==> config.mk <==
export PLATFORM = sky130hd
export DESIGN_NAME = dual_timer_unit
export DESIGN_NICKNAME = d
export VERILOG_FILES = /design/src/rtl/dual_timer_pkg.sv /design/src/rtl/dt_pin_edge.sv /design/src/rtl/dt_count_core.sv /design/src/rtl/dual_timer_unit.sv
export SDC_FILE = /design/constraint.sdc
export NUM_CORES = 1
export LEC_CHECK = 0
export ABC_AREA = 0
export BUFFER_PORTS_ARGS = -buffer_cell sky130_fd_sc_hd__buf_2
export CAP_MARGIN = 20
export CELL_PAD_IN_SITES_DETAIL_PLACEMENT = 1
export CELL_PAD_IN_SITES_GLOBAL_PLACEMENT = 2
export CORE_MARGIN = 2
export CORE_UTILIZATION = 38
export CTS_BUF_LIST = sky130_fd_sc_hd__clkbuf_16
export DETAILED_ROUTE_END_ITERATION = 6
export PLACE_DENSITY_LB_ADDON = 0.3
export SETUP_SLACK_MARGIN = 0.2
export SLEW_MARGIN = 25
export SYNTH_ARGS = -nofsm -noshare
export SYNTH_HDL_FRONTEND = slang
export SYNTH_SLANG_ARGS = --single-unit
==> constraint.sdc <==
create_clock -name clk_i -period 4.3 [get_ports clk_i]
set_input_delay 0.86 -clock clk_i [delete_from_list [all_inputs] [get_ports clk_i]]
set_output_delay 0.86 -clock clk_i [all_outputs]
set_load 0.1 [all_outputs]
==> src/rtl/dual_timer_pkg.sv <==
package dual_timer_pkg;

   typedef enum logic [1:0] {
      LAY_13  = 2'd0,
      LAY_16  = 2'd1,
      LAY_RLD = 2'd2,
      LAY_SPL = 2'd3
   } tmr_layout_e;

   localparam int REG_AW = 3;

   localparam logic [REG_AW-1:0] RA_MODE = 3'd0;
   localparam logic [REG_AW-1:0] RA_CTRL = 3'd1;
   localparam logic [REG_AW-1:0] RA_U0LO = 3'd2;
   localparam logic [REG_AW-1:0] RA_U0HI = 3'd3;
   localparam logic [REG_AW-1:0] RA_U1LO = 3'd4;
   localparam logic [REG_AW-1:0] RA_U1HI = 3'd5;

   localparam int NIB_GATE = 3;
   localparam int NIB_EVT  = 2;

   localparam int CB_RUN0  = 4;
   localparam int CB_FLG0  = 5;
   localparam int CB_RUN1  = 6;
   localparam int CB_FLG1  = 7;

endpackage

==> src/rtl/dt_pin_edge.sv <==
module dt_pin_edge (
   input  logic clk_i,
   input  logic rst_ni,
   input  logic smp_i,
   input  logic pin_i,
   output logic fall_o
);

   logic prev_q;

   always_ff @(posedge clk_i) begin
      if (!rst_ni) begin
         prev_q <= 1'b0;
      end else if (smp_i) begin
         prev_q <= pin_i;
      end
   end

   assign fall_o = smp_i & prev_q & ~pin_i;

endmodule

==> src/rtl/dt_count_core.sv <==
module dt_count_core
   import dual_timer_pkg::*;
#(
   parameter int BYTE_W = 8,
   parameter int PRE_W  = 5
) (
   input  logic              clk_i,
   input  logic              rst_ni,
   input  tmr_layout_e       lay_i,
   input  logic              split_i,
   input  logic              hold_i,
   input  logic              cnt_en_i,
   input  logic              hi_en_i,
   input  logic              wr_lo_i,
   input  logic              wr_hi_i,
   input  logic [BYTE_W-1:0] wdata_i,
   output logic [BYTE_W-1:0] lo_o,
   output logic [BYTE_W-1:0] hi_o,
   output logic              ovf_o,
   output logic              hi_ovf_o
);

   localparam int M13_W = BYTE_W + PRE_W;
   localparam int M16_W = 2 * BYTE_W;

   logic [BYTE_W-1:0] lo_q, hi_q, lo_n, hi_n;
   logic [M13_W-1:0]  c13;
   logic [M16_W-1:0]  c16;
   logic              wr_any;

   assign c13    = {hi_q, lo_q[PRE_W-1:0]} + M13_W'(1);
   assign c16    = {hi_q, lo_q} + M16_W'(1);
   assign wr_any = wr_lo_i | wr_hi_i;

   always_comb begin
      lo_n     = lo_q;
      hi_n     = hi_q;
      ovf_o    = 1'b0;
      hi_ovf_o = 1'b0;
      if (split_i) begin
         if (cnt_en_i && !wr_lo_i) begin
            lo_n  = lo_q + BYTE_W'(1);
            ovf_o = &lo_q;
         end
         if (hi_en_i && !wr_hi_i) begin
            hi_n     = hi_q + BYTE_W'(1);
            hi_ovf_o = &hi_q;
         end
      end else if (!hold_i && cnt_en_i && !wr_any) begin
         unique case (lay_i)
            LAY_13: begin
               hi_n               = c13[M13_W-1:PRE_W];
               lo_n[PRE_W-1:0]    = c13[PRE_W-1:0];
               ovf_o              = &{hi_q, lo_q[PRE_W-1:0]};
            end
            LAY_16: begin
               {hi_n, lo_n} = c16;
               ovf_o        = &{hi_q, lo_q};
            end
            LAY_RLD: begin
               if (&lo_q) begin
                  lo_n  = hi_q;
                  ovf_o = 1'b1;
               end else begin
                  lo_n = lo_q + BYTE_W'(1);
               end
            end
            default: begin
               lo_n = lo_q;
            end
         endcase
      end
      if (wr_lo_i) lo_n = wdata_i;
      if (wr_hi_i) hi_n = wdata_i;
   end

   always_ff @(posedge clk_i) begin
      if (!rst_ni) begin
         lo_q <= '0;
         hi_q <= '0;
      end else begin
         lo_q <= lo_n;
         hi_q <= hi_n;
      end
   end

   assign lo_o = lo_q;
   assign hi_o = hi_q;

endmodule

==> src/rtl/dual_timer_unit.sv <==
module dual_timer_unit
   import dual_timer_pkg::*;
#(
   parameter int BYTE_W = 8,
   parameter int PRE_W  = 5
) (
   input  logic              clk_i,
   input  logic              rst_ni,
   input  logic              tick_i,
   input  logic [1:0]        evt_pin_i,
   input  logic [1:0]        gate_pin_i,
   input  logic              wr_i,
   input  logic [REG_AW-1:0] addr_i,
   input  logic [BYTE_W-1:0] wdata_i,
   output logic [BYTE_W-1:0] rdata_o,
   output logic [1:0]        ovf_o
);

   localparam int NUNITS = 2;
   localparam int NIB_W  = 4;

   generate
      if (BYTE_W < 8) begin : g_bad_byte
         $error("dual_timer_unit: BYTE_W must be at least 8");
      end
      if (PRE_W < 1 || PRE_W >= BYTE_W) begin : g_bad_pre
         $error("dual_timer_unit: PRE_W must lie in 1..BYTE_W-1");
      end
   endgenerate

   logic [BYTE_W-1:0]             mode_q;
   logic [NUNITS-1:0]             run_q;
   logic [NUNITS-1:0]             flag_q;
   logic [NUNITS-1:0][BYTE_W-1:0] cnt_lo, cnt_hi;
   logic [NUNITS-1:0]             ovf_w, hovf_w, en_w;
   logic [NUNITS-1:0]             flag_set;
   logic                          split0;
   logic                          wr_mode, wr_ctrl;

   assign wr_mode = wr_i && (addr_i == RA_MODE);
   assign wr_ctrl = wr_i && (addr_i == RA_CTRL);
   assign split0  = (mode_q[1:0] == 2'(LAY_SPL));

   for (genvar g = 0; g < NUNITS; g++) begin : g_unit
      logic [NIB_W-1:0] nib;
      logic             fall;
      logic             wr_lo, wr_hi;

      assign nib   = mode_q[NIB_W*g +: NIB_W];
      assign wr_lo = wr_i && (addr_i == RA_U0LO + REG_AW'(2*g));
      assign wr_hi = wr_i && (addr_i == RA_U0HI + REG_AW'(2*g));

      dt_pin_edge u_edge (
         .clk_i  (clk_i),
         .rst_ni (rst_ni),
         .smp_i  (tick_i),
         .pin_i  (evt_pin_i[g]),
         .fall_o (fall)
      );

      assign en_w[g] = tick_i & run_q[g]
                     & (~nib[NIB_GATE] | gate_pin_i[g])
                     & (nib[NIB_EVT] ? fall : 1'b1);

      dt_count_core #(
         .BYTE_W (BYTE_W),
         .PRE_W  (PRE_W)
      ) u_core (
         .clk_i    (clk_i),
         .rst_ni   (rst_ni),
         .lay_i    (tmr_layout_e'(nib[1:0])),
         .split_i  ((g == 0) ? split0 : 1'b0),
         .hold_i   ((g == 1) ? split0 : 1'b0),
         .cnt_en_i (en_w[g]),
         .hi_en_i  ((g == 0) ? (tick_i & run_q[1] & split0) : 1'b0),
         .wr_lo_i  (wr_lo),
         .wr_hi_i  (wr_hi),
         .wdata_i  (wdata_i),
         .lo_o     (cnt_lo[g]),
         .hi_o     (cnt_hi[g]),
         .ovf_o    (ovf_w[g]),
         .hi_ovf_o (hovf_w[g])
      );
   end

   assign flag_set[0] = ovf_w[0];
   assign flag_set[1] = ovf_w[1] | hovf_w[0] | hovf_w[1];

   always_ff @(posedge clk_i) begin
      if (!rst_ni) begin
         mode_q <= '0;
         run_q  <= '0;
         flag_q <= '0;
      end else begin
         if (wr_mode) mode_q <= wdata_i;
         if (wr_ctrl) begin
            run_q  <= {wdata_i[CB_RUN1], wdata_i[CB_RUN0]};
            flag_q <= {wdata_i[CB_FLG1], wdata_i[CB_FLG0]} | flag_set;
         end else begin
            flag_q <= flag_q | flag_set;
         end
      end
   end

   always_comb begin
      rdata_o = '0;
      unique case (addr_i)
         RA_MODE: rdata_o = mode_q;
         RA_CTRL: begin
            rdata_o[CB_RUN0] = run_q[0];
            rdata_o[CB_FLG0] = flag_q[0];
            rdata_o[CB_RUN1] = run_q[1];
            rdata_o[CB_FLG1] = flag_q[1];
         end
         RA_U0LO: rdata_o = cnt_lo[0];
         RA_U0HI: rdata_o = cnt_hi[0];
         RA_U1LO: rdata_o = cnt_lo[1];
         RA_U1HI: rdata_o = cnt_hi[1];
         default: rdata_o = '0;
      endcase
   end

   assign ovf_o = flag_q;

endmodule

* Yosys cells after proc, flatten, opt, wreduce, memory -nomap -nowiden
Index checks and enable logic that the tools add are counted.
** Word-level totals
- Memories :: 0
- Output and inout bits :: 10
- Bits in writable memories :: 0
- Latch bits :: 0
- Input port bits :: 19
- Flip-flop bits (word level) :: 46
- Memory bits (read-only) :: 0
** Cells by class
- Div/mod/pow operators :: 0
- Multiplexer cells :: 35
- Equal/unequal tests :: 12
- Reductions and logical operators :: 42
- $mul :: 0
- $add $sub $neg :: 7
- Shifts and indexed selects :: 0
- Bitwise logic cells :: 22
- Magnitude comparators :: 0
** Operator list (count)
- two-way mux 8 bit :: 14
- adder 16 x 1 -> 16 bit (second input constant) :: 2
- one-hot mux 8 bit (2 select lines) :: 2
- AND reduction 16 bit :: 2
- one-hot mux 5 bit (3 select lines) :: 2
- adder 13 x 1 -> 13 bit (second input constant) :: 2
- AND reduction 13 bit :: 2
- adder 8 x 1 -> 8 bit (second input constant) :: 3
- one-hot mux 4 bit (6 select lines) :: 1
- AND reduction 8 bit :: 3
- one-hot mux 4 bit (5 select lines) :: 1
- one-hot mux 3 bit (2 select lines) :: 2
- nonzero test 3 bit :: 4
- nonzero test 4 bit :: 3
- AND 1 bit :: 11
- logical AND 1 bit :: 11
- two-way mux 1 bit :: 10
- AND reduction 3 bit :: 3
- equality test 2 bit (second input constant) :: 3
- equality test 3 x 2 -> 1 bit (second input constant) :: 2
- equality test 3 bit (second input constant) :: 2
- != test 3 bit (second input constant) :: 2
- one-hot mux 1 bit (3 select lines) :: 2
- AND reduction 2 bit :: 3
- other kinds (11) :: 26

* Depth between registers and ports, before layout
Gate-level depths: netlist of the first run.
- Depth in word-level cells :: 10
- Depth in mapped cells :: 8
- Gate-level depth less buffers :: 8

* By module
From an unflattened synthesis of the first run, not the netlist that was laid out.
** Unflattened totals
- Cell total of the unflattened synthesis :: 461
- Area total of the unflattened synthesis :: 3722.3 um^2
** Modules (own cells, without submodules)
- dt_count_core :: area each 1318.8 um^2, cells an instance 165, sequential area each 320.3 um^2, instances 2
- dual_timer_unit :: area each 992.2 um^2, cells an instance 123, sequential area each 240.2 um^2, instances 1
- dt_pin_edge :: area each 46.3 um^2, cells an instance 4, sequential area each 20.0 um^2, instances 2

* Least setup slack after synthesis of the first run
No wires, ideal clock.
- Path kind :: input port to output port
- From :: input addr_i[1]
- To :: output rdata_o[4]
- Arrival :: 3.765 ns
- Required time :: 3.440 ns
- Stages :: 4
- Slack :: -0.325 ns
- Cell sequence :: clkbuf_1 buf_1 mux2i_1 o31ai_1
** Between the ends
- Longest elaborated chain between the ends :: 2
- Elaborated cells between the ends (all ways) :: 7
- Those cells by class :: eq/ne: 5; mux: 1; reduce/logical: 1
** RTL lines
- start: declaration :: RTL line dual_timer_unit.sv:13 : input logic [REG_AW-1:0] addr_i,
- equality test 3 bit (tied with other cells) :: RTL line dual_timer_unit.sv:107 : unique case (addr_i)
- one-hot mux 4 bit (6 select lines) * :: RTL line dual_timer_unit.sv:107
- end: declaration :: RTL line dual_timer_unit.sv:15 : output logic [BYTE_W-1:0] rdata_o,
Mark *: on every way between the ends. The rest lies on a longest branch, timed or not.

* Worst setup path after layout of the first run
- From :: input addr_i[1]
- To :: output rdata_o[5]
The elaborated chain is that of the path after synthesis.

==> summary.md, run 1 <==
| Metric | Value |
|---|---|
| Status | `complete, no violations` |
| Post-Route WL | `12600 µm` |
| Clock Power Share | `0.463` |
| FF-to-FF End | `g_unit[0].u_core.lo_o[2]$_SDFFE_PN0P_` |
| Cts repair resizes | `0` |
| DRC viols | `0` |
| Hold Fails Final Rpt | `0` |
| Largest net degree at the start of global routing | `29` |
| Crit path required time | `3.44 ns` |
| Layout cell share with drive strength beyond 1 | `0.139` |
| Worst min path class | `reg -> reg` |
| Unique cell type count in the Yosys netlist | `69` |
| Reg2Reg Setup Slack | `1.92 ns` |
| GRT Overall Usage | `0.271` |
| Port Buffers | `28` |
| Hold endpoint | `g_unit[0].u_edge.prev_q$_SDFFE_PN0P_` |
| Area Growth Syn to Fin | `12.2%` |
| Total power | `1.10 mW` |
| Combinational Power Share | `0.126` |
| Startpoint Class | `primary input` |
| Total CTS buffers | `5` |
| Vias in the first global route | `3551` |
| Worst-skew pair later-pin latency | `0.29 ns` |
| Maxcap violations | `0` |
| Routed vias | `3483` |
| Final Cycle Share | `0.809` |
| Io pins | `29` |
| Root Driver | `clkbuf_16` |
| Hold depth | `2` |
| Worst slew margin | `0.521` |
| Setup bufs post-CTS | `0` |
| Post-Syn Nets | `472` |
| Cell taking the most area after synthesis | `dfxtp_1` |
| Clock sinks | `46` |
| Die area | `9710 µm²` |
| Core area | `8680 µm²` |
| ANT nets after route | `0` |
| R2R Path Start | `mode_q[0]$_SDFFE_PN0P_` |
| Net Sw Power | `0.293 mW` |
| Die Ht | `98.6 µm` |
| Starting DRT DRC Count | `219` |
| R2R depth | `7` |
| Synth top area share | `0.271` |
| Leakage | `1.34 nW` |
| CTS tree | `yes` |
| Global placement routability congestion | `0.854` |
| Critical path class | `in -> out` |
| Tightest Pin Transition | `0.718 ns` |
| Htree depth | `2` |
| Dpl hpwl | `9130 µm` |
| Net Sw Frac | `0.266` |
| Yosys warning count | `0` |
| RSZ-0062 raised after global routing | `false` |
| Cells after synthesis | `442` |
| Crit. End Element | `output pin` |
| Peak VDD IR | `0.000189 V` |
| Cell Chain, Critical Path | `buf_2, nor2b_1, a221oi_1, o32ai_2, buf_2` |
| Syn Area/Cell | `7.69 µm²` |
| 1st-pass router iterations | `4` |
| Final net count | `490` |
| Critical path peak fanout | `21` |
| Internal power | `0.808 mW` |
| Fin Setup TNS | `0 ns` |
| EDFF count, synth | `0` |
| Hold buffers post-CTS | `0` |
| Max Root-Sink Buffers | `2` |
| Initial antenna violation count | `0` |
| P per Cell Area | `289 nW/µm²` |
| Vias/cell | `6.12` |
| Initial core utilization | `0.391` |
| Die Span X | `98.6 µm` |
| Post-route minimum period | `3.48 ns` |
| Utilization after layout | `0.439` |
| First-pass GRT wire length | `20600 µm` |
| Setup violators final | `0` |
| Clock Skew | `0.00468 ns` |
| #FFs+latches synth | `46` |
| Reg clk slew, reported paths | `0.07 ns` |
| CP max-delay cell | `nor2b_1` |
| Seq pwr share | `0.412` |
| CP peak stage delay | `0.60 ns` |
| Ant diodes | `0` |
| Post-synth ARST share | `0` |
| WL/cell | `22.2 µm` |
| Most used cell, CP | `buf_2` |
| Max Slew Vio Count | `0` |
| Synthesized area | `3400 µm²` |
| Core Rows | `34` |
| Worst Path Arrival | `2.62 ns` |
| Filler cells | `1098` |
| Top cells by area, synth | `dfxtp_1 27%, nand2_1 6.3%, mux2i_1 5.9%` |
| Hold_sp | `g_unit[0].u_edge.prev_q$_SDFFE_PN0P_` |
| Seq/Total Area, Yosys | `0.271` |
| GRT overflow | `0` |
| Worst hold slack | `0.502 ns` |
| Dominant synthesized flop cell | `dfxtp_1` |
| F_max | `0.287 GHz` |
-- registers in the layout, indices dropped and copies added (netlist names) --
name	count
mode_q	8
g_unit.u_core.lo_o	16
run_q	2
ovf_o	2
g_unit.u_edge.prev_q	2
g_unit.u_core.hi_o	16
-- area by class of cell --
class	count	area (µm²)	share of cell area
Clock buffer	5	125	0.0328
Clock inverter	3	63.8	0.0167
Inverter	12	45.0	0.0118
Multi-Input combinational cell	364	2360	0.619
Sequential cell	46	921	0.242
Tap cell	108	135	0.0354
Timing Repair Buffer	31	163	0.0427
-- worst max-delay path by stage --
| stage | start | to | slack [ns] | cells after the start |
|---|---|---|---|---|
| 2_1_floorplan | addr_i[2] | rdata_o[6] | 0.29 | 4 |
| 3_3_place_gp | addr_i[1] | rdata_o[5] | 0.96 | 5 |
| 3_5_place_dp | addr_i[1] | rdata_o[5] | 0.90 | 5 |
| 4_1_cts | addr_i[1] | rdata_o[5] | 0.83 | 5 |
| 5_1_grt | addr_i[1] | rdata_o[5] | 0.72 | 5 |
| 6_report | addr_i[1] | rdata_o[5] | 0.82 | 5 |
-- layout by cell type (no fill, tap or decap), drive strengths merged, types with 3 or more instances in the layout --
cell,instances
xor2,4
o22ai,8
o21a,6
a21o,4
nor2b,5
o21ai,31
nand4,7
nor2,35
nor4b,3
dfxtp,46
clkbuf,5
mux2i,20
ha,11
nand2,57
o211ai,4
nand2b,6
a22oi,4
inv,12
nor3,11
nor3b,3
mux2,4
and4,3
a31oi,6
buf,31
a221oi,6
or3,6
a21oi,40
or2,5
a211oi,6
and3,10
o31ai,3
xnor2,12
nand3,22
-- power by group through the flow --
stage | Clock (mW) | Sequential (mW) | Combinational, mW
after detailed placement | 0 | 0.462 | 0.137
final | 0.510 | 0.453 | 0.138
after global routing | 0.539 | 0.454 | 0.151
after CTS | 0.521 | 0.453 | 0.138
after global placement | 0 | 0.462 | 0.133
after floorplan | 0 | 0.457 | 0.0907
-- cell families (layout without fill, tap and decap cells) --
family | Yosys count | after routing | share of synthesized area
adder cells (fa/ha/maj) | 11 | 11 | 0.0405
AO/OA/AOI/OAI | 134 | 134 | 0.260
buffers and inverters | 32 | 51 | 0.0394
flip-flops | 46 | 46 | 0.271
multiplexers | 24 | 24 | 0.0722
AND/OR/NAND/NOR | 179 | 179 | 0.276
XOR/XNOR | 16 | 16 | 0.0413
-- synthesized netlist by cell type, drive strengths merged, types with 7 or more instances --
| cell type | number |
|---|---|
| dfxtp | 46 |
| o21ai | 31 |
| nand3 | 22 |
| a21oi | 40 |
| mux2i | 20 |
| and3 | 10 |
| nor2 | 35 |
| inv | 12 |
| buf | 8 |
| o22ai | 8 |
| nor3 | 11 |
| clkbuf | 12 |
| xnor2 | 12 |
| nand4 | 7 |
| nand2 | 57 |
| ha | 11 |
-- critical path: cells and delay by family --
kind / cells / cell delay (ns)
AND/OR/NAND/NOR: 1 / 0.60
AO/OA/AOI/OAI: 2 / 0.43
buffers and inverters: 2 / 0.72
-- metal layers --
layer / track usage / vias to the layer above / share of wire
met5: 0 / - / 0
met2: 0.428 / 88 / 0.46
met1: 0.397 / 1714 / 0.47
met3: 0.0340 / 15 / 0.051
met4: 0.0611 / 0 / 0.022
li1: - / 1666 / -
-- stage by stage --
step	cell area [µm²]	cells	setup slack (ns)
final	3810	569	0.820
after global routing	3810	569	0.724
after CTS	3810	569	0.835
after detailed placement	3620	561	0.904
after global placement	3620	561	0.959
after floorplan	3410	442	0.294
Power figures use the tool's default switching activity.
==> inputs of run 2 (changes only) <==
--- a/config.mk
+++ b/config.mk
@@ -11,7 +11,7 @@
 export CELL_PAD_IN_SITES_DETAIL_PLACEMENT = 1
 export CELL_PAD_IN_SITES_GLOBAL_PLACEMENT = 2
 export CORE_MARGIN = 2
-export CORE_UTILIZATION = 38
+export CORE_UTILIZATION = 35
 export CTS_BUF_LIST = sky130_fd_sc_hd__clkbuf_16
 export DETAILED_ROUTE_END_ITERATION = 6
 export PLACE_DENSITY_LB_ADDON = 0.3
==> constraint.sdc (replaced) <==
create_clock -name clk_i -period 3.6 [get_ports clk_i]
set_input_delay 0.72 -clock clk_i [delete_from_list [all_inputs] [get_ports clk_i]]
set_output_delay 0.72 -clock clk_i [all_outputs]
set_load 0.1 [all_outputs]
==> summary.md, run 2 (synthesis gave the netlist of run 1 again) <==
| Metric | Value |
|---|---|
| Worst hold slack | `0.504 ns (+0.00221 ns)` |
| Finished Layout Cells | `592 (+4.0%)` |
| Starting DRT DRC Count | `191 (-13%)` |
| Setup violators final | `0 (unchanged)` |
| ANT nets after route | `0 (unchanged)` |
| Max Slew Vio Count | `0 (unchanged)` |
| Worst-skew pair later-pin latency | `0.30 ns (about the same)` |
| RSZ-0062 raised after global routing | `false` |
| Initial antenna violation count | `1 (+1)` |
| Peak VDD IR | `0.000173 V (-8.1%)` |
| Filler cells | `1170 (+6.6%)` |
| Io pins | `29 (unchanged)` |
| Final net count | `491 (+0.20%)` |
| GRT met3 Usage | `0.0305 (-0.00353)` |
| GRT Overall Usage | `0.253 (-0.0182)` |
| Max Root-Sink Buffers | `2 (unchanged)` |
| Commonest non-fill, non-tap cells in the layout | `57 x nand2_1, 46 x dfxtp_1, 38 x a21oi_1` |
| Vias/cell | `5.91 (-3.4%)` |
| Clock sinks | `46 (unchanged)` |
| Footprint of the multi-input gates | `2390 µm² (+1.2%)` |
| Worst Path Arrival | `2.35 ns (-0.27 ns)` |
| Hold Fails Final Rpt | `0 (unchanged)` |
| Cts repair resizes | `0 (unchanged)` |
| Setup bufs post-CTS | `0 (unchanged)` |
| 1st-pass router iterations | `4 (unchanged)` |
| R2R Path Start | `mode_q[1]$_SDFFE_PN0P_` |
| Crit path required time | `2.88 ns (-0.56 ns)` |
| Clock Skew | `0.0111 ns (+0.00638 ns)` |
| Die area | `10500 µm² (+8.2%)` |
| Core area | `9330 µm² (+7.5%)` |
| Crit. End Element | `output pin` |
| CTS tree | `yes` |
| Reg clk slew, reported paths | `0.06 ns (about the same)` |
| Status | `complete, no violations` |
| WL/cell | `21.2 µm (-4.7%)` |
| Largest net degree at the start of global routing | `29 (unchanged)` |
| Most Crowded Layer GR | `met2` |
| F_max | `0.325 GHz` |
| Pre-CTS setup slack | `0.521 ns (-0.383 ns)` |
| Leakage | `1.35 nW (+0.47%)` |
| Worst min path class | `reg -> reg` |
| Global placement routability congestion | `0.922 (+8.0%)` |
| Hold buffers post-CTS | `0 (unchanged)` |
| Post-route minimum period | `3.07 ns` |
| First-pass GRT wire length | `20200 µm (-1.7%)` |
| Critical path peak fanout | `21 (unchanged)` |
| FF-to-FF End | `g_unit[0].u_core.lo_o[2]$_SDFFE_PN0P_` |
| Worst setup path start | `addr_i[1]` |
| GRT overflow | `0 (unchanged)` |
| Maxcap violations | `0 (unchanged)` |
| Reg2Reg Setup Slack | `1.20 ns (-0.72 ns)` |
| Met1 Resource Use GR | `0.342 (-0.0547)` |
| Met2 Use GR | `0.411 (-0.0173)` |
| Root Driver | `clkbuf_16` |
| Die Ht | `103 µm (+4.0%)` |
| Core Rows | `35 (+2.9%)` |
| Startpoint Class | `primary input` |
| Critical path class | `in -> out` |
| Htree depth | `2 (unchanged)` |
| Worst slew margin | `0.497 (-0.0241)` |
| P per Cell Area | `322 nW/µm² (+12%)` |
| Reg area | `921 µm² (unchanged)` |
| Final Cycle Share | `0.854` |
| Die Span X | `103 µm (+4.0%)` |
| Tightest Pin Transition | `0.754 ns (+0.0362 ns)` |
| DRC viols | `0 (unchanged)` |
| Initial core utilization | `0.364 (-0.0273)` |
| R2R depth | `7 (unchanged)` |
| Dpl hpwl | `9280 µm (+1.6%)` |
| Routed vias | `3500 (+0.49%)` |
| Layout cell share with drive strength beyond 1 | `0.152 (+0.0127)` |
| CP endpoint | `rdata_o[4]` |
| Area Growth Syn to Fin | `13.9%` |
| Vias in the first global route | `3632 (+2.3%)` |
| Port Buffers | `28 (unchanged)` |
| Utilization after layout | `0.415 (-0.0245)` |
| Post-Route WL | `12500 µm (-0.84%)` |
| Total CTS buffers | `5 (unchanged)` |
| Placed insts | `583 (+3.9%)` |
| Setup WS post-layout | `0.526 ns (-0.294 ns)` |
| Most common cell after layout, fill and taps aside | `nand2_1` |
-- run 2: worst max-delay path, stage by stage --
cell	delay (ns)
buf_2	0.35
nor2b_1	0.43
a22o_1	0.21
a21oi_1	0.08
o31ai_2	0.09
buf_2	0.47
-- run 2: cell type report --
class,count,area share
repair buffers,32,0.0479
diodes,1,0.000647
flip-flops and latches,46,0.238
well taps,129,0.0417
multi-input cells,364,0.617
clock inverters,3,0.0107
inverters,12,0.0116
clock buffers,5,0.0323
-- run 2: worst min-delay path by stage --
| stage | startpoint | end | slack, ns | depth (start not counted) |
|---|---|---|---|---|
| 2_1_floorplan | mode_q[7]$_SDFFE_PN0P_ | mode_q[7]$_SDFFE_PN0P_ | 0.45 | 2 |
| 3_3_place_gp | g_unit[1].u_edge.prev_q$_SDFFE_PN0P_ | g_unit[1].u_edge.prev_q$_SDFFE_PN0P_ | 0.48 | 2 |
| 3_5_place_dp | mode_q[3]$_SDFFE_PN0P_ | mode_q[3]$_SDFFE_PN0P_ | 0.49 | 2 |
| 4_1_cts | mode_q[3]$_SDFFE_PN0P_ | mode_q[3]$_SDFFE_PN0P_ | 0.50 | 2 |
| 5_1_grt | mode_q[3]$_SDFFE_PN0P_ | mode_q[3]$_SDFFE_PN0P_ | 0.53 | 2 |
| 6_report | mode_q[3]$_SDFFE_PN0P_ | mode_q[3]$_SDFFE_PN0P_ | 0.50 | 2 |
-- run 2: routing by layer --
metal / part of all wire / routed length (µm) / vias to the layer above
met4: 0.031 / 392 / 0
li1: - / - / 1668
met5: 0 / 0 / -
met3: 0.021 / 266 / 21
met1: 0.48 / 6010 / 1749
met2: 0.47 / 5850 / 62
-- run 2: stage by stage --
step | area (µm²) | setup TNS (ns) | power, mW
global route | 3870 | 0 | 1.29
global placement | 3700 | 0 | 0.716
detailed placement | 3700 | 0 | 0.720
finish | 3870 | 0 | 1.25
floorplan | 3440 | -0.0190 | 0.657
CTS | 3870 | 0 | 1.25
-- run 2: power by group --
part           total, mW  switching [mW]  internal, mW
registers          0.542          0.0208         0.521
logic              0.168           0.116        0.0516
clock network      0.537           0.211         0.326
